### src/rtl/tick_irq_pkg.sv
package tick_irq_pkg;
    typedef enum logic [1:0] {
        ST_NORMAL     = 2'd0,
        ST_FLUSH_WAIT = 2'd1,
        ST_IN_HANDLER = 2'd2
    } seq_state_t;
endpackage

### src/rtl/tick_deadline.sv
module tick_deadline #(
    parameter int CNT_W        = 64,
    parameter int USEC_W       = 16,
    parameter int CYC_PER_USEC = 25
) (
    input  logic              clk,
    input  logic              rst_n,
    input  logic              cfg_we,
    input  logic [USEC_W-1:0] cfg_usec,
    input  logic              advance,
    output logic              due
);
    logic [CNT_W-1:0] cnt_q, period_q, deadline_q, period_new;

    assign period_new = CNT_W'(cfg_usec) * CNT_W'(CYC_PER_USEC);

    always_ff @(posedge clk or negedge rst_n) begin
        if (!rst_n) begin
            cnt_q      <= '0;
            period_q   <= '0;
            deadline_q <= '0;
        end else begin
            cnt_q <= cnt_q + 1'b1;
            if (cfg_we) begin
                period_q   <= period_new;
                deadline_q <= (period_new == '0) ? '0 : cnt_q + period_new;
            end else if (advance) begin
                deadline_q <= deadline_q + period_q;
            end
        end
    end

    // unsigned compare; a zero deadline means disarmed
    assign due = (deadline_q != '0) && (cnt_q >= deadline_q);

    assert_zero_off_R11: assert property (@(posedge clk) disable iff (!rst_n)
        (period_q == '0) |-> !due);
endmodule

### src/rtl/tick_resume.sv
module tick_resume #(
    parameter int PC_W = 32
) (
    input  logic            fetch_q_valid,
    input  logic [PC_W-1:0] fetch_q_pc,
    input  logic [PC_W-1:0] pred_pc,
    output logic [PC_W-1:0] link_val
);
    localparam logic [PC_W-1:0] STEP = PC_W'(4);

    always_comb begin
        link_val = (fetch_q_valid ? fetch_q_pc : pred_pc) + STEP;
    end
endmodule

### src/rtl/tick_irq_fsm.sv
module tick_irq_fsm
    import tick_irq_pkg::*;
#(
    parameter int             PC_W      = 32,
    parameter int             ST_W      = 32,
    parameter int             IBIT      = 7,
    parameter logic [31:0]    VECTOR    = 32'h18,
    parameter logic [7:0]     MODE_BYTE = 8'hD2
) (
    input  logic            clk,
    input  logic            rst_n,
    input  logic            due,
    input  logic [ST_W-1:0] status_i,
    input  logic            win_empty,
    input  logic            ucode_busy,
    input  logic            exc_return,
    input  logic [PC_W-1:0] link_in,
    output logic            advance,
    output logic            dispatch_ok,
    output logic            fetch_flush,
    output logic [PC_W-1:0] redirect_pc,
    output logic [PC_W-1:0] irq_link,
    output logic            save_status_we,
    output logic [ST_W-1:0] save_status,
    output logic            load_status_we,
    output logic [ST_W-1:0] load_status
);
    seq_state_t state_q, state_d;
    logic       fire, enter;

    assign fire  = (state_q == ST_NORMAL) && due && !status_i[IBIT];
    assign enter = (state_q == ST_FLUSH_WAIT) && win_empty && !ucode_busy;

    always_ff @(posedge clk or negedge rst_n) begin
        if (!rst_n) state_q <= ST_NORMAL;
        else        state_q <= state_d;
    end

    always_comb begin
        state_d = state_q;
        unique case (state_q)
            ST_NORMAL:     if (fire)       state_d = ST_FLUSH_WAIT;
            ST_FLUSH_WAIT: if (enter)      state_d = ST_IN_HANDLER;
            ST_IN_HANDLER: if (exc_return) state_d = ST_NORMAL;
            default:                       state_d = ST_NORMAL;
        endcase
    end

    always_comb begin
        advance        = fire;
        dispatch_ok    = 1'b1;
        fetch_flush    = 1'b0;
        redirect_pc    = PC_W'(VECTOR);
        irq_link       = link_in;
        save_status_we = 1'b0;
        save_status    = status_i;
        load_status_we = 1'b0;
        load_status    = {status_i[ST_W-1:8], MODE_BYTE};
        unique case (state_q)
            ST_NORMAL: ;
            ST_FLUSH_WAIT: begin
                dispatch_ok    = ucode_busy;
                fetch_flush    = enter;
                save_status_we = enter;
                load_status_we = enter;
            end
            ST_IN_HANDLER: ;
            default: ;
        endcase
    end

    assert_fire_cause_R3: assert property (@(posedge clk) disable iff (!rst_n)
        (state_q == ST_FLUSH_WAIT && $past(state_q) == ST_NORMAL)
        |-> ($past(due) && !$past(status_i[IBIT])));

    assert_resume_cause_R9: assert property (@(posedge clk) disable iff (!rst_n)
        (state_q == ST_NORMAL && $past(state_q) == ST_IN_HANDLER) |-> $past(exc_return));

    assert_entry_pulse_R8: assert property (@(posedge clk) disable iff (!rst_n)
        save_status_we |=> (dispatch_ok && !save_status_we && !fetch_flush));

    assert_entry_quiet_R5: assert property (@(posedge clk) disable iff (!rst_n)
        (state_q == ST_IN_HANDLER && $past(state_q) == ST_FLUSH_WAIT)
        |-> ($past(win_empty) && !$past(ucode_busy)));
endmodule

### src/rtl/tick_irq_sequencer.sv
module tick_irq_sequencer #(
    parameter int CNT_W        = 64,
    parameter int USEC_W       = 16,
    parameter int CYC_PER_USEC = 25,
    parameter int PC_W         = 32,
    parameter int ST_W         = 32
) (
    input  logic              clk,
    input  logic              rst_n,
    input  logic              cfg_we,
    input  logic [USEC_W-1:0] cfg_usec,
    input  logic [ST_W-1:0]   status_i,
    input  logic              win_empty,
    input  logic              ucode_busy,
    input  logic              fetch_q_valid,
    input  logic [PC_W-1:0]   fetch_q_pc,
    input  logic [PC_W-1:0]   pred_pc,
    input  logic              exc_return,
    output logic              dispatch_ok,
    output logic              fetch_flush,
    output logic [PC_W-1:0]   redirect_pc,
    output logic [PC_W-1:0]   irq_link,
    output logic              save_status_we,
    output logic [ST_W-1:0]   save_status,
    output logic              load_status_we,
    output logic [ST_W-1:0]   load_status
);
    logic            due, advance;
    logic [PC_W-1:0] link_val;

    tick_deadline #(.CNT_W(CNT_W), .USEC_W(USEC_W), .CYC_PER_USEC(CYC_PER_USEC)) u_deadline (
        .clk(clk), .rst_n(rst_n), .cfg_we(cfg_we), .cfg_usec(cfg_usec),
        .advance(advance), .due(due)
    );

    tick_resume #(.PC_W(PC_W)) u_resume (
        .fetch_q_valid(fetch_q_valid), .fetch_q_pc(fetch_q_pc),
        .pred_pc(pred_pc), .link_val(link_val)
    );

    tick_irq_fsm #(.PC_W(PC_W), .ST_W(ST_W)) u_fsm (
        .clk(clk), .rst_n(rst_n), .due(due), .status_i(status_i),
        .win_empty(win_empty), .ucode_busy(ucode_busy), .exc_return(exc_return),
        .link_in(link_val), .advance(advance), .dispatch_ok(dispatch_ok),
        .fetch_flush(fetch_flush), .redirect_pc(redirect_pc), .irq_link(irq_link),
        .save_status_we(save_status_we), .save_status(save_status),
        .load_status_we(load_status_we), .load_status(load_status)
    );
endmodule

### config.mk
export PLATFORM = sky130hd
export DESIGN_NAME = tick_irq_sequencer
export DESIGN_NICKNAME = d
export VERILOG_FILES = /design/src/rtl/tick_irq_pkg.sv /design/src/rtl/tick_deadline.sv /design/src/rtl/tick_resume.sv /design/src/rtl/tick_irq_fsm.sv /design/src/rtl/tick_irq_sequencer.sv
export SDC_FILE = /design/constraint.sdc
export NUM_CORES = 1
export LEC_CHECK = 0
export ABC_CLOCK_PERIOD_IN_PS = 6400
export CAP_MARGIN = 20
export CELL_PAD_IN_SITES_DETAIL_PLACEMENT = 0
export CELL_PAD_IN_SITES_GLOBAL_PLACEMENT = 1
export CORE_ASPECT_RATIO = 1.25
export CORE_MARGIN = 5
export CORE_UTILIZATION = 41
export DETAILED_ROUTE_END_ITERATION = 8
export HOLD_SLACK_MARGIN = 0.06
export PLACE_DENSITY_LB_ADDON = 0.25
export SYNTH_ARGS = -nofsm -noshare
export SYNTH_HDL_FRONTEND = slang
export SYNTH_SLANG_ARGS = --single-unit
export TNS_END_PERCENT = 20
### constraint.sdc
create_clock -name clk -period 6.4 [get_ports clk]
set_input_delay 0.96 -clock clk [delete_from_list [all_inputs] [get_ports clk]]
set_output_delay 0.96 -clock clk [all_outputs]
set_load 0.02 [all_outputs]
# ---- After elaboration in Yosys (flattened, before gate mapping)
# Index checks and enable logic that the tools add are counted.
dict set report word_totals {
  register_bits 151
  in_bits 119
  out_inout_bits 132
}
dict set report op_classes {
  reduce_logical 12
  muxes 10
  n_addsub 4
  n_lt_le_gt_ge 1
  eq_ne 5
  multipliers 1
}
# op count
set op_table {}
lappend op_table {{$mux W64} 3}
lappend op_table {{$add A64 B21 Y64} 2}
lappend op_table {{$add A64 B1 Y64 const B} 1}
lappend op_table {{$ge A64 B64 Y1} 1}
lappend op_table {{$logic_not A64 Y1} 1}
lappend op_table {{$reduce_bool A64 Y1} 1}
lappend op_table {{$add A32 B3 Y32 const B} 1}
lappend op_table {{$mux W32} 1}
lappend op_table {{$mul A16 B5 Y21 const B} 1}
lappend op_table {{$mux W2} 3}
lappend op_table {{$pmux W2 S3} 1}
lappend op_table {{$logic_and A1 B1 Y1} 5}
lappend op_table {{$ne A2 B2 Y1 const B} 2}
lappend op_table {{$reduce_and A3 Y1} 1}
lappend op_table {{$eq A2 B1 Y1 const B} 1}
lappend op_table {{$eq A2 B2 Y1 const B} 1}
lappend op_table {{$logic_not A1 Y1} 2}
lappend op_table {{$logic_not A2 Y1} 1}
lappend op_table {{$mux W1} 2}
lappend op_table {{$ne A2 B1 Y1 const B} 1}
lappend op_table {{$reduce_bool A2 Y1} 1}

# ---- Logic depth before layout (Yosys ltp)
dict set report logic_depth {
  ltp_word 6
  depth_mapped 23
  mapped_depth_nobuf 22
}

# ---- Modules after synthesis
# A second synthesis with hierarchy kept.
dict set report unflattened {
  hier_cells 1861
  area_unflattened_um2 15874.0
}
# module instances area_each_um2 cells_each seq_area_each_um2
set by_module_without_submodules {}
lappend by_module_without_submodules {tick_deadline 1 13431.6 1552 3728.6}
lappend by_module_without_submodules {tick_resume 1 1337.5 166 0.0}
lappend by_module_without_submodules {tick_irq_fsm 1 1104.8 143 50.0}

# ---- Worst setup path after synthesis
# No wires, ideal clock.
dict set report synth_path {
  path_kind {input to register}
  startpoint {input cfg_usec[6]}
  endpoint {register u_deadline.deadline_q[31]}
  n_path_buf 2
  setup_slack_ns 0.444
  path_stages 23
  setup_ns 0.145
  t_arrival_ns 5.810
  cell_sequence {ha_1 ha_1 inv_1 fa_1 inv_1 ha_1 buf_2 and4_1 o2111a_1 or2_1 or3_1 and2_1 ha_1 a21o_1 a21o_1 a21o_1 a211o_1 o221ai_1 or3_1 clkbuf_1 xor2_1 o22ai_1 a21boi_0}
}
dict set report synth_via {
  elab_chain_cells 4
  word_cells_on_any_way 5
  classes_between {add/sub (1); mul (1); mux (2); reduce/logical (1)}
}
# element line_no
set synth_rtl {}
lappend synth_rtl {{start: declaration} tick_irq_sequencer.sv:11} ;# input logic [USEC_W-1:0] cfg_usec,
lappend synth_rtl {{$mul A16 B5 Y21 (*)} tick_deadline.sv:15} ;# assign period_new = CNT_W'(cfg_usec) * CNT_W'(CYC_PER_USEC);
lappend synth_rtl {{via u_deadline.period_new[14]} tick_deadline.sv:13} ;# logic [CNT_W-1:0] cnt_q, period_q, deadline_q, period_new;
lappend synth_rtl {{$add A64 B21 Y64 or $logic_not A64 Y1 (tied branches)} tick_deadline.sv:26} ;# deadline_q <= (period_new == '0) ? '0 : cnt_q + period_new;
lappend synth_rtl {{$mux W64 (*)} tick_deadline.sv:26}
lappend synth_rtl {{$mux W64 (*)} tick_deadline.sv:24} ;# if (cfg_we) begin
lappend synth_rtl {{end signal: assignment} tick_deadline.sv:26}
lappend synth_rtl {{end signal: assignment} tick_deadline.sv:28} ;# deadline_q <= deadline_q + period_q;
lappend synth_rtl {{end: declaration} tick_deadline.sv:13}
# The timed path passes the listed nets; every way through them passes the cells marked *.
# A chain may end at the register's enable or synchronous reset.

# ---- Worst setup path in the final report
dict set report layout_path {
  startpoint {input cfg_usec[3]}
  endpoint {register u_deadline.deadline_q[55]}
}
# Same word-level chain as after synthesis.

==> flow_results.org <==
** Yosys
- Post-synthesis sequential area ratio :: between 20% and 30%
- In this run, synthesis produced a sequential element count of 151.
- During synthesis, Yosys emitted a total of 0 warnings.
- Most repeated cell in the gate-level netlist after synthesis :: sky130_fd_sc_hd__ha_1
- For this run, asynchronously set or reset flops after synthesis account for 100%.
- The cell count after synthesis came out at between 1500 and 2000.
- Each instance of the synthesized netlist takes up on average 8.33 sq um.
- The largest total area in the synthesized netlist belongs to sky130_fd_sc_hd__dfrtp_1.
- For this run, the leading register cell type out of synthesis is sky130_fd_sc_hd__dfrtp_1.
- The synthesized netlist occupies a cell area of about 15000 sq um.
- Synth top area share :: about 25%
- Commonest cells in the synthesized netlist :: sky130_fd_sc_hd__ha_1 (165), sky130_fd_sc_hd__dfrtp_1 (151), sky130_fd_sc_hd__inv_1 (151), sky130_fd_sc_hd__nor2_1 (146), sky130_fd_sc_hd__xnor2_1 (141)
- By area the synthesized netlist is led by sky130_fd_sc_hd__dfrtp_1 (25%), sky130_fd_sc_hd__ha_1 (14%), sky130_fd_sc_hd__xnor2_1 (8.1%).
- Yosys mapped a number of flops with a built-in enable equal to 0.
- The synthesized netlist contains between 70 and 80 unique library cells.

** Setup path
- Largest fanout on the critical path :: 5
- Measured in cells, the most critical reg-to-reg path has a length of 12.
- Type of element launching the critical path :: input port
- For the worst setup path, the data required time is roughly 6700 ps.
- At the worst endpoint, the arrival time is around 6500 ps.
- Launch point of the worst reg-to-reg path :: u_deadline.deadline_q[53]
- The worst setup path is captured at a flop.
- The critical path is of the input port to flop type.
- End of the worst register-to-register path :: u_deadline.deadline_q[20]
- The setup check on the worst reg-to-reg path leaves a slack of roughly 1800 ps.

** Clock tree
- Clk sinks :: 151
- TritonCTS Buffers :: 17
- The tree is rooted in a sky130_fd_sc_hd__clkbuf_16.
- TritonCTS built the clock tree.
- # H-tree levels :: 4
- Clock transition at the registers of the reported paths :: 70 ps
- Maximum buffer depth of the clock tree :: 2
- The later pin in the worst-skew pair is clocked with a latency of approximately 450 ps.

** Die
- Std cell rows :: 79
- Initial Util :: around two fifths
- Standard cell core area :: ~37000 sq um
- In this run the horizontal extent of the chip is approximately 180 um.
- Y dimension of the die :: between 200 and 250 um
- IO Pins :: approximately 250
- The floorplan step defined a die boundary enclosing about 41000 sq um.

** Timing
- # setup viols final :: 0
- The final max-slew violation count was 0.
- Of the available clock period, the critical path in the final layout requires 96.4%.
- Max Fclk :: ~160 MHz
- Hold is met by about 500 ps.
- Final hold vios :: 0
- Clock skew after layout :: around 17 ps
- The worst pin sits at a relative slew slack of approximately 35%.
- Transition at the pin with the smallest max-transition slack :: a little under 1000 ps
- Post-layout worst setup margin :: around 230 ps
- Minimum period implied by the final worst setup slack :: 6170 ps

** Drt
- Total routed wirelength :: between 40000 and 50000 um
- The final route contains ~14000 vias.
- The first detailed-routing pass ran for 5 iterations.
- The detail route stage leaves a number of antenna-violating nets equal to 0.
- Iteration-0 DRC count of the detailed router :: between 700 and 800
- After detailed routing, the number of remaining DRC violations is 0.
- Dividing the detail-routed via count by the number of cells gives 5.54.
- Dividing the detail-routed wire length by the instance count gives 19.3 um.

** Global route
- The first global-routing pass estimated about 75000 um of wire.
- Total routing resource utilization after global routing :: between 20% and 30%
- Overflow after GRT :: 0
- Number of antenna violations at the first check in global routing :: 0
- The number of global-route vias before repair was approximately 14000.
- Entering global routing, the biggest net connects between 90 and 100 pins.

** Finish
- Final cell utilization of the core :: 48.0%
- 0 antenna diodes ended up in the layout.
- Number of nets in the finished design :: ~2300
- Cells with a size suffix above 1 make up a little under a tenth of the layout.
- P&R area growth vs syn :: 16.5%
- The finished layout holds between 2000 and 2500 standard cells, fillers aside.

** Hold path
- The path with the worst hold slack has its endpoint at u_fsm.state_q[1].
- The tightest min-delay check is of the flop to flop type.
- Worst min-delay path startpoint :: u_fsm.state_q[0]
- Along the worst hold path, the cell count comes to 1.

** Power and ir drop
- In this run the static leakage power is roughly 0.0081 uW.
- Part of the total power dissipated in the clock network :: between 20% and 30%
- Overall power after layout :: 4430 uW
- Per report_power, the sequential group accounts for 25.8% of the total.
- Per report_power, the combinational group accounts for 49.0% of the total.
- Switching Power :: roughly 1700 uW
- Internal power contribution :: about 2700 uW
- Switching share of total power :: about two fifths
- The worst-case IR drop observed on VDD is between 150 and 200 uV.
- In this run the power density over the cells is around 250 nW/um^2.

** Status
- Run status :: complete, no violations

** Placed design
- Timing analysis after detailed placement gives a worst setup slack of -379 ps.
- Count of buffers from port buffering :: roughly 120
- Including well taps, the total number of placed cells is roughly 2400.
- HPWL reported at the end of detailed placement :: ~38000 um
- Final weighted congestion of routability-driven global placement :: ~0.92

** Run
- Max-cap violations :: 0
==> logic make-up after synthesis <==
logic type                 Yosys count  synth area share, %
xor gates and xnor gates           216                 12.4
other                                2               0.0493
AOI/OAI and AO/OA                  351                 15.4
adders and majority gates          178                 15.3
muxes                               45                 3.15
buffers and inverters              299                 9.88
and+or+nand+nor                    586                 19.1
DFF                                151                 24.8
==> per-stage QoR <==
step	TNS, ps	cell area, sq um
detailed placement	-5970	17100
global route	-4.40	17700
CTS	0	17700
finish	0	17700
global placement	-3040	17100
floorplan	0	15400
==> state kept, by name, summed over array words and instances, names as in the netlist <==
register	cells
u_deadline.cnt_q	64
u_deadline.deadline_q	64
u_deadline.period_q	21
u_fsm.state_q	2
==> routing by layer <==
layer	global-route usage [%]	vias to the layer above	share of wire, %
li1	-	6602	-
met1	26.6	6530	40
met2	41.4	410	50
met3	3.25	107	4.1
met4	11.6	0	5.2
met5	0	-	0
==> cell usage in the layout, fill, tap and decap left out, drive strengths merged, types with 40 or more instances in the layout <==
cell,n
ha,165
inv,152
dfrtp,151
nor2,146
xnor2,141
nand2,125
clkdlybuf4s50,121
buf,110
a21oi,100
nand3,81
xor2,75
nand4,51
a21o,51
o22ai,46
nor3,44
conb,40
==> worst max-delay path by stage <==
stage                      from                   endpoint  slack (ps)  cells after the start
floorplan           cfg_usec[6]  u_deadline.deadline_q[31]         440                     23
global placement    cfg_usec[3]  u_deadline.deadline_q[49]        -260                     23
detailed placement  cfg_usec[3]  u_deadline.deadline_q[49]        -380                     23
CTS                 cfg_usec[3]  u_deadline.deadline_q[49]         110                     23
global route        cfg_usec[4]  u_deadline.deadline_q[34]          -4                     25
finish              cfg_usec[3]  u_deadline.deadline_q[55]         230                     23
==> power groups by stage <==
stage	combinational (uW)	sequential (uW)	clock, uW
floorplan	1520	1110	0
CTS	2170	1140	1140
detailed placement	2160	1160	0
global route	2420	1150	1170
global placement	2140	1160	0
finish	2170	1140	1120
==> critical path, cell delays in order <==
cell and delay [ps]:
sky130_fd_sc_hd__clkdlybuf4s50_1 430, sky130_fd_sc_hd__buf_4 150, sky130_fd_sc_hd__ha_1 270, sky130_fd_sc_hd__ha_1 310, sky130_fd_sc_hd__fa_1 470, sky130_fd_sc_hd__ha_1 320
sky130_fd_sc_hd__nor2b_1 190, sky130_fd_sc_hd__o2111a_1 300, sky130_fd_sc_hd__or2_1 250, sky130_fd_sc_hd__or3_1 370, sky130_fd_sc_hd__and2_1 190, sky130_fd_sc_hd__ha_1 310
sky130_fd_sc_hd__and2_1 150, sky130_fd_sc_hd__nand2_1 90, sky130_fd_sc_hd__nor4b_1 250, sky130_fd_sc_hd__a211o_1 230, sky130_fd_sc_hd__o221ai_1 150, sky130_fd_sc_hd__buf_4 190
sky130_fd_sc_hd__or3_4 360, sky130_fd_sc_hd__buf_4 170, sky130_fd_sc_hd__nor2_1 120, sky130_fd_sc_hd__xnor2_1 130, sky130_fd_sc_hd__o22ai_1 90
==> cell type report <==
| type | count | area, sq um |
|---|---|---|
| tap | 486 | 608 |
| clock buffer | 18 | 429 |
| timing repair buffer | 231 | 2050 |
| clock inverter | 12 | 203 |
| fill | 3670 | 19200 |
| multi-input combinational | 1416 | 10100 |
| sequential | 151 | 3780 |
| inverter | 151 | 567 |
==> timing repair <==
item / 4_1_cts / 5_1_grt
buffers inserted: 0 / 1
setup endpoints to repair: 0 / 15
hold buffers: 0 / 0
gates resized for setup: 0 / 5
(Power assumes the default switching activity.)
